$ cat src/rtl/glide_pkg.sv
package glide_pkg;
  typedef enum logic {
    RAMP_DOWN = 1'b0,
    RAMP_UP   = 1'b1
  } ramp_dir_e;
endpackage

$ cat src/rtl/glide_tick_timer.sv
module glide_tick_timer #(
  parameter int SET_W    = 5,
  parameter int UNIT_CYC = 2
) (
  input  logic             clk,
  input  logic             rst,
  input  logic             load,
  input  logic             run,
  input  logic [SET_W-1:0] step_set,
  output logic             tick
);
  localparam int MAX_CYC = 2 * (2 ** SET_W) * UNIT_CYC;
  localparam int CNT_W   = $clog2(MAX_CYC);

  logic [CNT_W-1:0] reload_val;
  logic [CNT_W-1:0] per_q;
  logic [CNT_W-1:0] cnt_q;

  generate
    if (UNIT_CYC == 1) begin : g_unit_one
      // 2*(s+1)-1 = 2s+1
      assign reload_val = CNT_W'({step_set, 1'b1});
    end else begin : g_unit_scaled
      assign reload_val = CNT_W'((32'(step_set) + 32'd1) * 32'(2 * UNIT_CYC) - 32'd1);
    end
  endgenerate

  assign tick = run && (cnt_q == '0);

  always_ff @(posedge clk) begin
    if (rst) begin
      per_q <= '0;
      cnt_q <= '0;
    end else if (load) begin
      per_q <= reload_val;
      cnt_q <= reload_val;
    end else if (run) begin
      cnt_q <= tick ? per_q : cnt_q - 1'b1;
    end
  end


  first_tick_gap_chk: assert property (@(posedge clk) disable iff (rst)
    load |=> !tick);


  cnt_bound_chk: assert property (@(posedge clk) disable iff (rst)
    cnt_q <= per_q);
endmodule

$ cat src/rtl/glide_accum.sv
module glide_accum
  import glide_pkg::*;
#(
  parameter int CODE_W = 7,
  parameter int FRAC_W = 8
) (
  input  logic              clk,
  input  logic              rst,
  input  logic              load,
  input  logic              tick,
  input  logic [CODE_W-1:0] start_code,
  input  logic [CODE_W-1:0] end_code,
  output logic [CODE_W-1:0] nxt_code,
  output logic [CODE_W-1:0] target,
  output logic              reached,
  output logic              dir_up
);
  localparam int ACC_W = CODE_W + FRAC_W;

  logic [ACC_W-1:0]  acc_q;
  logic [ACC_W-1:0]  acc_nxt;
  logic [CODE_W-1:0] step_q;
  logic [CODE_W-1:0] tgt_q;
  ramp_dir_e         dir_q;
  ramp_dir_e         dir_new;

  assign dir_new = (end_code > start_code) ? RAMP_UP : RAMP_DOWN;

  always_comb begin
    if (dir_q == RAMP_UP) acc_nxt = acc_q + ACC_W'(step_q);
    else                  acc_nxt = acc_q - ACC_W'(step_q);
  end

  assign nxt_code = acc_nxt[ACC_W-1 -: CODE_W];
  assign reached  = (dir_q == RAMP_UP) ? (nxt_code >= tgt_q) : (nxt_code <= tgt_q);
  assign target   = tgt_q;
  assign dir_up   = (dir_q == RAMP_UP);

  always_ff @(posedge clk) begin
    if (rst) begin
      acc_q  <= '0;
      step_q <= '0;
      tgt_q  <= '0;
      dir_q  <= RAMP_DOWN;
    end else if (load) begin
      acc_q  <= {start_code, {FRAC_W{1'b0}}};
      step_q <= (dir_new == RAMP_UP) ? end_code - start_code : start_code - end_code;
      tgt_q  <= end_code;
      dir_q  <= dir_new;
    end else if (tick) begin
      acc_q  <= acc_nxt;
    end
  end


  step_nonzero_chk: assert property (@(posedge clk) disable iff (rst)
    load && (start_code != end_code) |=> step_q != '0);


  acc_up_mono_chk: assert property (@(posedge clk) disable iff (rst)
    tick && !load && (dir_q == RAMP_UP) |=> acc_q > $past(acc_q));
endmodule

$ cat src/rtl/glide_ramp_gen.sv
module glide_ramp_gen #(
  parameter int CODE_W   = 7,
  parameter int FRAC_W   = 8,
  parameter int SET_W    = 5,
  parameter int UNIT_CYC = 2
) (
  input  logic              clk,
  input  logic              rst,
  input  logic              en,
  input  logic              trig,
  input  logic              glide_req,
  input  logic [CODE_W-1:0] old_code,
  input  logic [CODE_W-1:0] new_code,
  input  logic [SET_W-1:0]  step_set,
  output logic [CODE_W-1:0] code_out,
  output logic              gliding
);
  logic [CODE_W-1:0] code_q;
  logic              glide_q;
  logic [CODE_W-1:0] start_code;
  logic              ld_glide;
  logic              tick;
  logic              reached;
  logic              dir_up;
  logic [CODE_W-1:0] nxt_code;
  logic [CODE_W-1:0] target;

  assign start_code = glide_q ? code_q : old_code;
  assign ld_glide   = en && trig && glide_req && (start_code != new_code);

  glide_tick_timer #(
    .SET_W   (SET_W),
    .UNIT_CYC(UNIT_CYC)
  ) timer_i (
    .clk     (clk),
    .rst     (rst),
    .load    (ld_glide),
    .run     (glide_q && en),
    .step_set(step_set),
    .tick    (tick)
  );

  glide_accum #(
    .CODE_W(CODE_W),
    .FRAC_W(FRAC_W)
  ) accum_i (
    .clk       (clk),
    .rst       (rst),
    .load      (ld_glide),
    .tick      (tick),
    .start_code(start_code),
    .end_code  (new_code),
    .nxt_code  (nxt_code),
    .target    (target),
    .reached   (reached),
    .dir_up    (dir_up)
  );

  always_ff @(posedge clk) begin
    if (rst) begin
      code_q  <= '0;
      glide_q <= 1'b0;
    end else if (!en) begin
      glide_q <= 1'b0;
    end else if (trig) begin
      if (ld_glide) begin
        code_q  <= start_code;
        glide_q <= 1'b1;
      end else begin
        code_q  <= new_code;
        glide_q <= 1'b0;
      end
    end else if (tick) begin
      if (reached) begin
        code_q  <= target;
        glide_q <= 1'b0;
      end else begin
        code_q  <= nxt_code;
      end
    end
  end

  assign code_out = code_q;
  assign gliding  = glide_q;


  disable_freeze_chk: assert property (@(posedge clk) disable iff (rst)
    !en |=> $stable(code_q) && !glide_q);


  direct_jump_chk: assert property (@(posedge clk) disable iff (rst)
    en && trig && !glide_req |=> (code_q == $past(new_code)) && !glide_q);


  equal_no_ramp_chk: assert property (@(posedge clk) disable iff (rst)
    en && trig && glide_req && (start_code == new_code) |=> !glide_q);


  ramp_end_chk: assert property (@(posedge clk) disable iff (rst)
    en && !trig && glide_q && tick && reached |=> (code_q == $past(target)) && !glide_q);


  ramp_dir_chk: assert property (@(posedge clk) disable iff (rst)
    en && !trig && glide_q && dir_up |=> code_q >= $past(code_q));


  restart_hold_chk: assert property (@(posedge clk) disable iff (rst)
    en && trig && glide_req && glide_q && (code_q != new_code) |=> (code_q == $past(code_q)) && glide_q);
endmodule

$ cat config.mk
export PLATFORM = sky130hd
export DESIGN_NAME = glide_ramp_gen
export DESIGN_NICKNAME = d
export VERILOG_FILES = /design/src/rtl/glide_pkg.sv /design/src/rtl/glide_tick_timer.sv /design/src/rtl/glide_accum.sv /design/src/rtl/glide_ramp_gen.sv
export SDC_FILE = /design/constraint.sdc
export NUM_CORES = 1
export LEC_CHECK = 0
export BUFFER_PORTS_ARGS = -buffer_cell sky130_fd_sc_hd__buf_2
export CORE_MARGIN = 4
export CORE_UTILIZATION = 55
export CTS_CLUSTER_DIAMETER = 40
export CTS_CLUSTER_SIZE = 16
export DETAILED_ROUTE_END_ITERATION = 16
export PLACE_DENSITY = 0.85
export REMOVE_ABC_BUFFERS = 1
export SYNTH_ARGS = -nofsm -noshare
export SYNTH_HDL_FRONTEND = slang
export SYNTH_SLANG_ARGS = --single-unit
$ cat constraint.sdc
create_clock -name clk -period 7.3 [get_ports clk]
set_input_delay 0.365 -clock clk [delete_from_list [all_inputs] [get_ports clk]]
set_output_delay 0.365 -clock clk [all_outputs]
set_load 0.005 [all_outputs]
==> key figures <==
Run status
  – Run status: finished, final reports clean

Yosys
  – Main combinational cell family by area after synthesis: compound AO/OA/AOI/OAI gates
  – Mapped Cells: 520
  – Synth Area in Adders: 13.9%
  – Library cell with the largest summed area after synthesis: dfxtp_1
  – Synth Flop Type: dfxtp_1
  – Cell Area, Synth: 3950 um2
  – Post-synth EDFFs: 0
  – Synth Area in Simple Gates: 18.5%
  – Top post-synthesis cells by area: dfxtp_1, ha_1, a21oi_1, nand2_1, nor2_1
  – Yosys reg bits: 51
  – Synth cell types: 59
  – Post-synthesis mux area share: 3.93%
  – Yosys top cell area share: 25.9%
  – Asr flop ratio synth: 0%
  – Compound-Gate Fraction of Synth Area: 27.6%
  – Synth Area in XOR/XNOR: 4.66%
  – Ys Warns: 0
  – Sequential-to-total area share from yosys stat: 25.9%
  – Synth cell count leaders: nand2_1, a21oi_1, dfxtp_1, nor2_1, ha_1
  – Top-count cell post-synth: nand2_1
  – Average size of a mapped cell: 7.59 um2

Floorplanning
  – Die ar.: 8600 um2
  – Num ports: 32
  – Die Y: 92.7 um
  – Die Wd: 92.7 um
  – Starting density of the core: 57.5%
  – Core ar.: 6870 um2
  – Num rows: 30

Cells and area
  – Filler instances: 624
  – Final Instance Area: 4240 um2
  – Area of the multi-input gates: 2710 um2
  – Layout area overhead: 7.45%
  – Final #Nets: 605
  – FF/Latch Area: 1020 um2
  – Antenna Cells: 0
  – Fraction of layout cells with a size suffix above 1: 9.65%

Hold path
  – Hold crit path type: in2reg
  – Hold Path Origin: new_code[6]

STA
  – Max Clk Rate: 196 MHz
  – Final period util: 69.8%
  – Tightest Pin Transition: 0.984 ns
  – Total negative slack: 0 ns
  – RSZ-0062 raised after global routing: false
  – Worst Skew: 0.00712 ns
  – # setup viols final: 0
  – Final Hold Fails: 0
  – Max-slew violations: 0
  – Minimum clock period: 5.09 ns
  – Slew margin rel.: 34.1%

Detailed routing
  – Drt pass-1 iters: 5
  – # DRC: 0
  – Final ANT Viol Nets: 0
  – DRT iter0 DRCs: 247
  – Avg WL per Cell: 16.1 um
  – DRT Wirelength: 10.2 mm
  – Avg Vias per Cell: 6.20
  – Vias: 3939

Setup path
  – Worst Setup Start Kind: flop
  – Critical path type: reg2reg
  – Critical R2R Launch: accum_i.step_q[0]
  – Crit Path Max Fanout: 8
  – Worst path most repeated cell: ha_1
  – CP Capture Type: flop
  – Critical Path, Cell by Cell: inv_1 > ha_1 > nand2_1 > nor3_1 > ha_1 > mux2_2 > ha_1 > a21oi_1 > o21ai_0 > a21oi_1 > xor2_1 > inv_1 > ha_1 > nor2b_1 > o21ai_0 > a21oi_1 > o41ai_1 > nor2_1 > o22a_1 > a21bo_2
  – Slowest stage delay, CP: 0.70 ns
  – Crit path required time: 7.55 ns
  – Worst endpoint data arrival time: 5.35 ns
  – Critical Path Source: accum_i.step_q[0]
  – Highest-delay cell along the critical path: o41ai_1

Placed design
  – DP Area: 4160 um2
  – GP Congestion: 0.998
  – I/O Buffers: 31
  – DP HPWL: 7.93 mm

Global route
  – Vias in the first global route: 3705
  – Initial antenna violation count: 0
  – GRT overflow: 0
  – First-pass GRT wire length: 17.3 mm
  – Total GRT Usage: 24.6%
  – Largest net degree at the start of global routing: 38

Clock network
  – Post-CTS Resized: 0
  – Clk buf depth: 2
  – CTS Root Cell: clkbuf_8
  – Clk slew on worst S/H paths: 0.09 ns
  – H-tree levels: 2
  – Clock Latency Late Sink: 0.30 ns
  – Number of CTS-inserted buffers: 5
  – Hold buffers post-CTS: 0
  – Clock sink count: 51
  – Post-CTS setup buffer count: 0
  – CTS tree: built

Power and ir drop
  – Worst vdd ir: 0.122 mV
  – P_leak: 0.00181 uW
  – Power Dens Cells: 186 nW/um2

Job
  – MaxCap Viol Count: 0
final cells by class:
type / instances / share of cell area, %
Sequential cell: 51 / 24.1
Inverter: 35 / 3.10
Timing Repair Buffer: 33 / 4.01
Tap cell: 96 / 2.83
Clock inverter: 1 / 0.118
Clock buffer: 6 / 1.95
Multi-Input combinational cell: 413 / 63.9
state kept, by name (all words and copies together), names as in the netlist:
| name | count |
|---|---|
| accum_i.acc_q | 15 |
| accum_i.dir_up | 1 |
| timer_i.cnt_q | 7 |
| accum_i.target | 7 |
| timer_i.per_q | 6 |
| accum_i.step_q | 7 |
| code_out | 7 |
| gliding | 1 |
power by group:
part	leakage (uW)	internal [uW]	total, uW	switching, uW
registers	0.000416	292	306	13.8
clock network	0.0000470	74.7	167	92.7
logic	0.00135	123	315	191
critical path: cells and delay by family, from the launching register on:
family	cells	cell delay, ns
xor+xnor	1	0.31
mux	1	0.27
fa+ha+maj	4	1.14
flops	1	0.36
buf+inv	2	0.16
simple gates	4	0.79
compound gates	8	2.00
cell families (layout without fill, tap and decap cells):
logic type	count (synthesis)	in the layout
mux	15	15
fa+ha+maj	42	42
flops	51	51
compound gates	168	168
buf+inv	56	75
simple gates	167	167
xor+xnor	21	21
metal layers:
metal	GRT usage [%]	wire (um)	vias to the layer above
met5	0	0	-
met4	8.18	309	0
met3	3.90	933	31
met2	41.7	4650	185
met1	31.9	4330	1812
li1	-	-	1911
worst paths after layout:
check | endpoint | slack [ns] | cells after the start
hold / removal | accum_i.target[6] | 0.32 | 3
setup / recovery | code_out[6] | 2.21 | 20
hold reg to reg | timer_i.per_q[4] | 0.46 | 2
setup reg to reg | code_out[6] | 2.21 | 20
through the flow:
stage          total power (uW)  util (%)  worst slack (ns)  instances  hold WS (ns)
6_report                    788      61.8              2.21        635         0.318
4_1_cts                     783      61.8              2.29        635         0.309
2_1_floorplan               536         -              2.43        499         0.427
3_3_place_gp                607      60.5              2.58        628         0.443
5_1_grt                     839      61.8              1.84        635         0.304
3_5_place_dp                617      60.5              2.36        628         0.448
layout by cell type, fill, tap and decap left out, drive strengths merged, types with 3 or more instances in the layout:
cell type  Yosys  layout
a31oi          3       3
buf            5      33
mux2           4       4
nand3          7       7
or2            3       3
nand2         73      73
or3            3       3
o21ai         24      24
a21o           3       3
a2bb2oi        3       3
inv           34      34
clkbuf        16       6
ha            39      39
o221ai         4       4
nor3          16      16
o21a           6       6
o21bai         5       5
a221oi         4       4
o211ai         6       6
a21oi         66      66
mux2i         11      11
o31a           3       3
o22ai          3       3
a221o          4       4
nand2b         3       3
xor2          12      12
a211oi        16      16
fa             3       3
nand4          5       5
nor2b          3       3
xnor2          9       9
dfxtp         51      51
nor2          48      48
No activity file was read; power rests on OpenSTA's default activity.
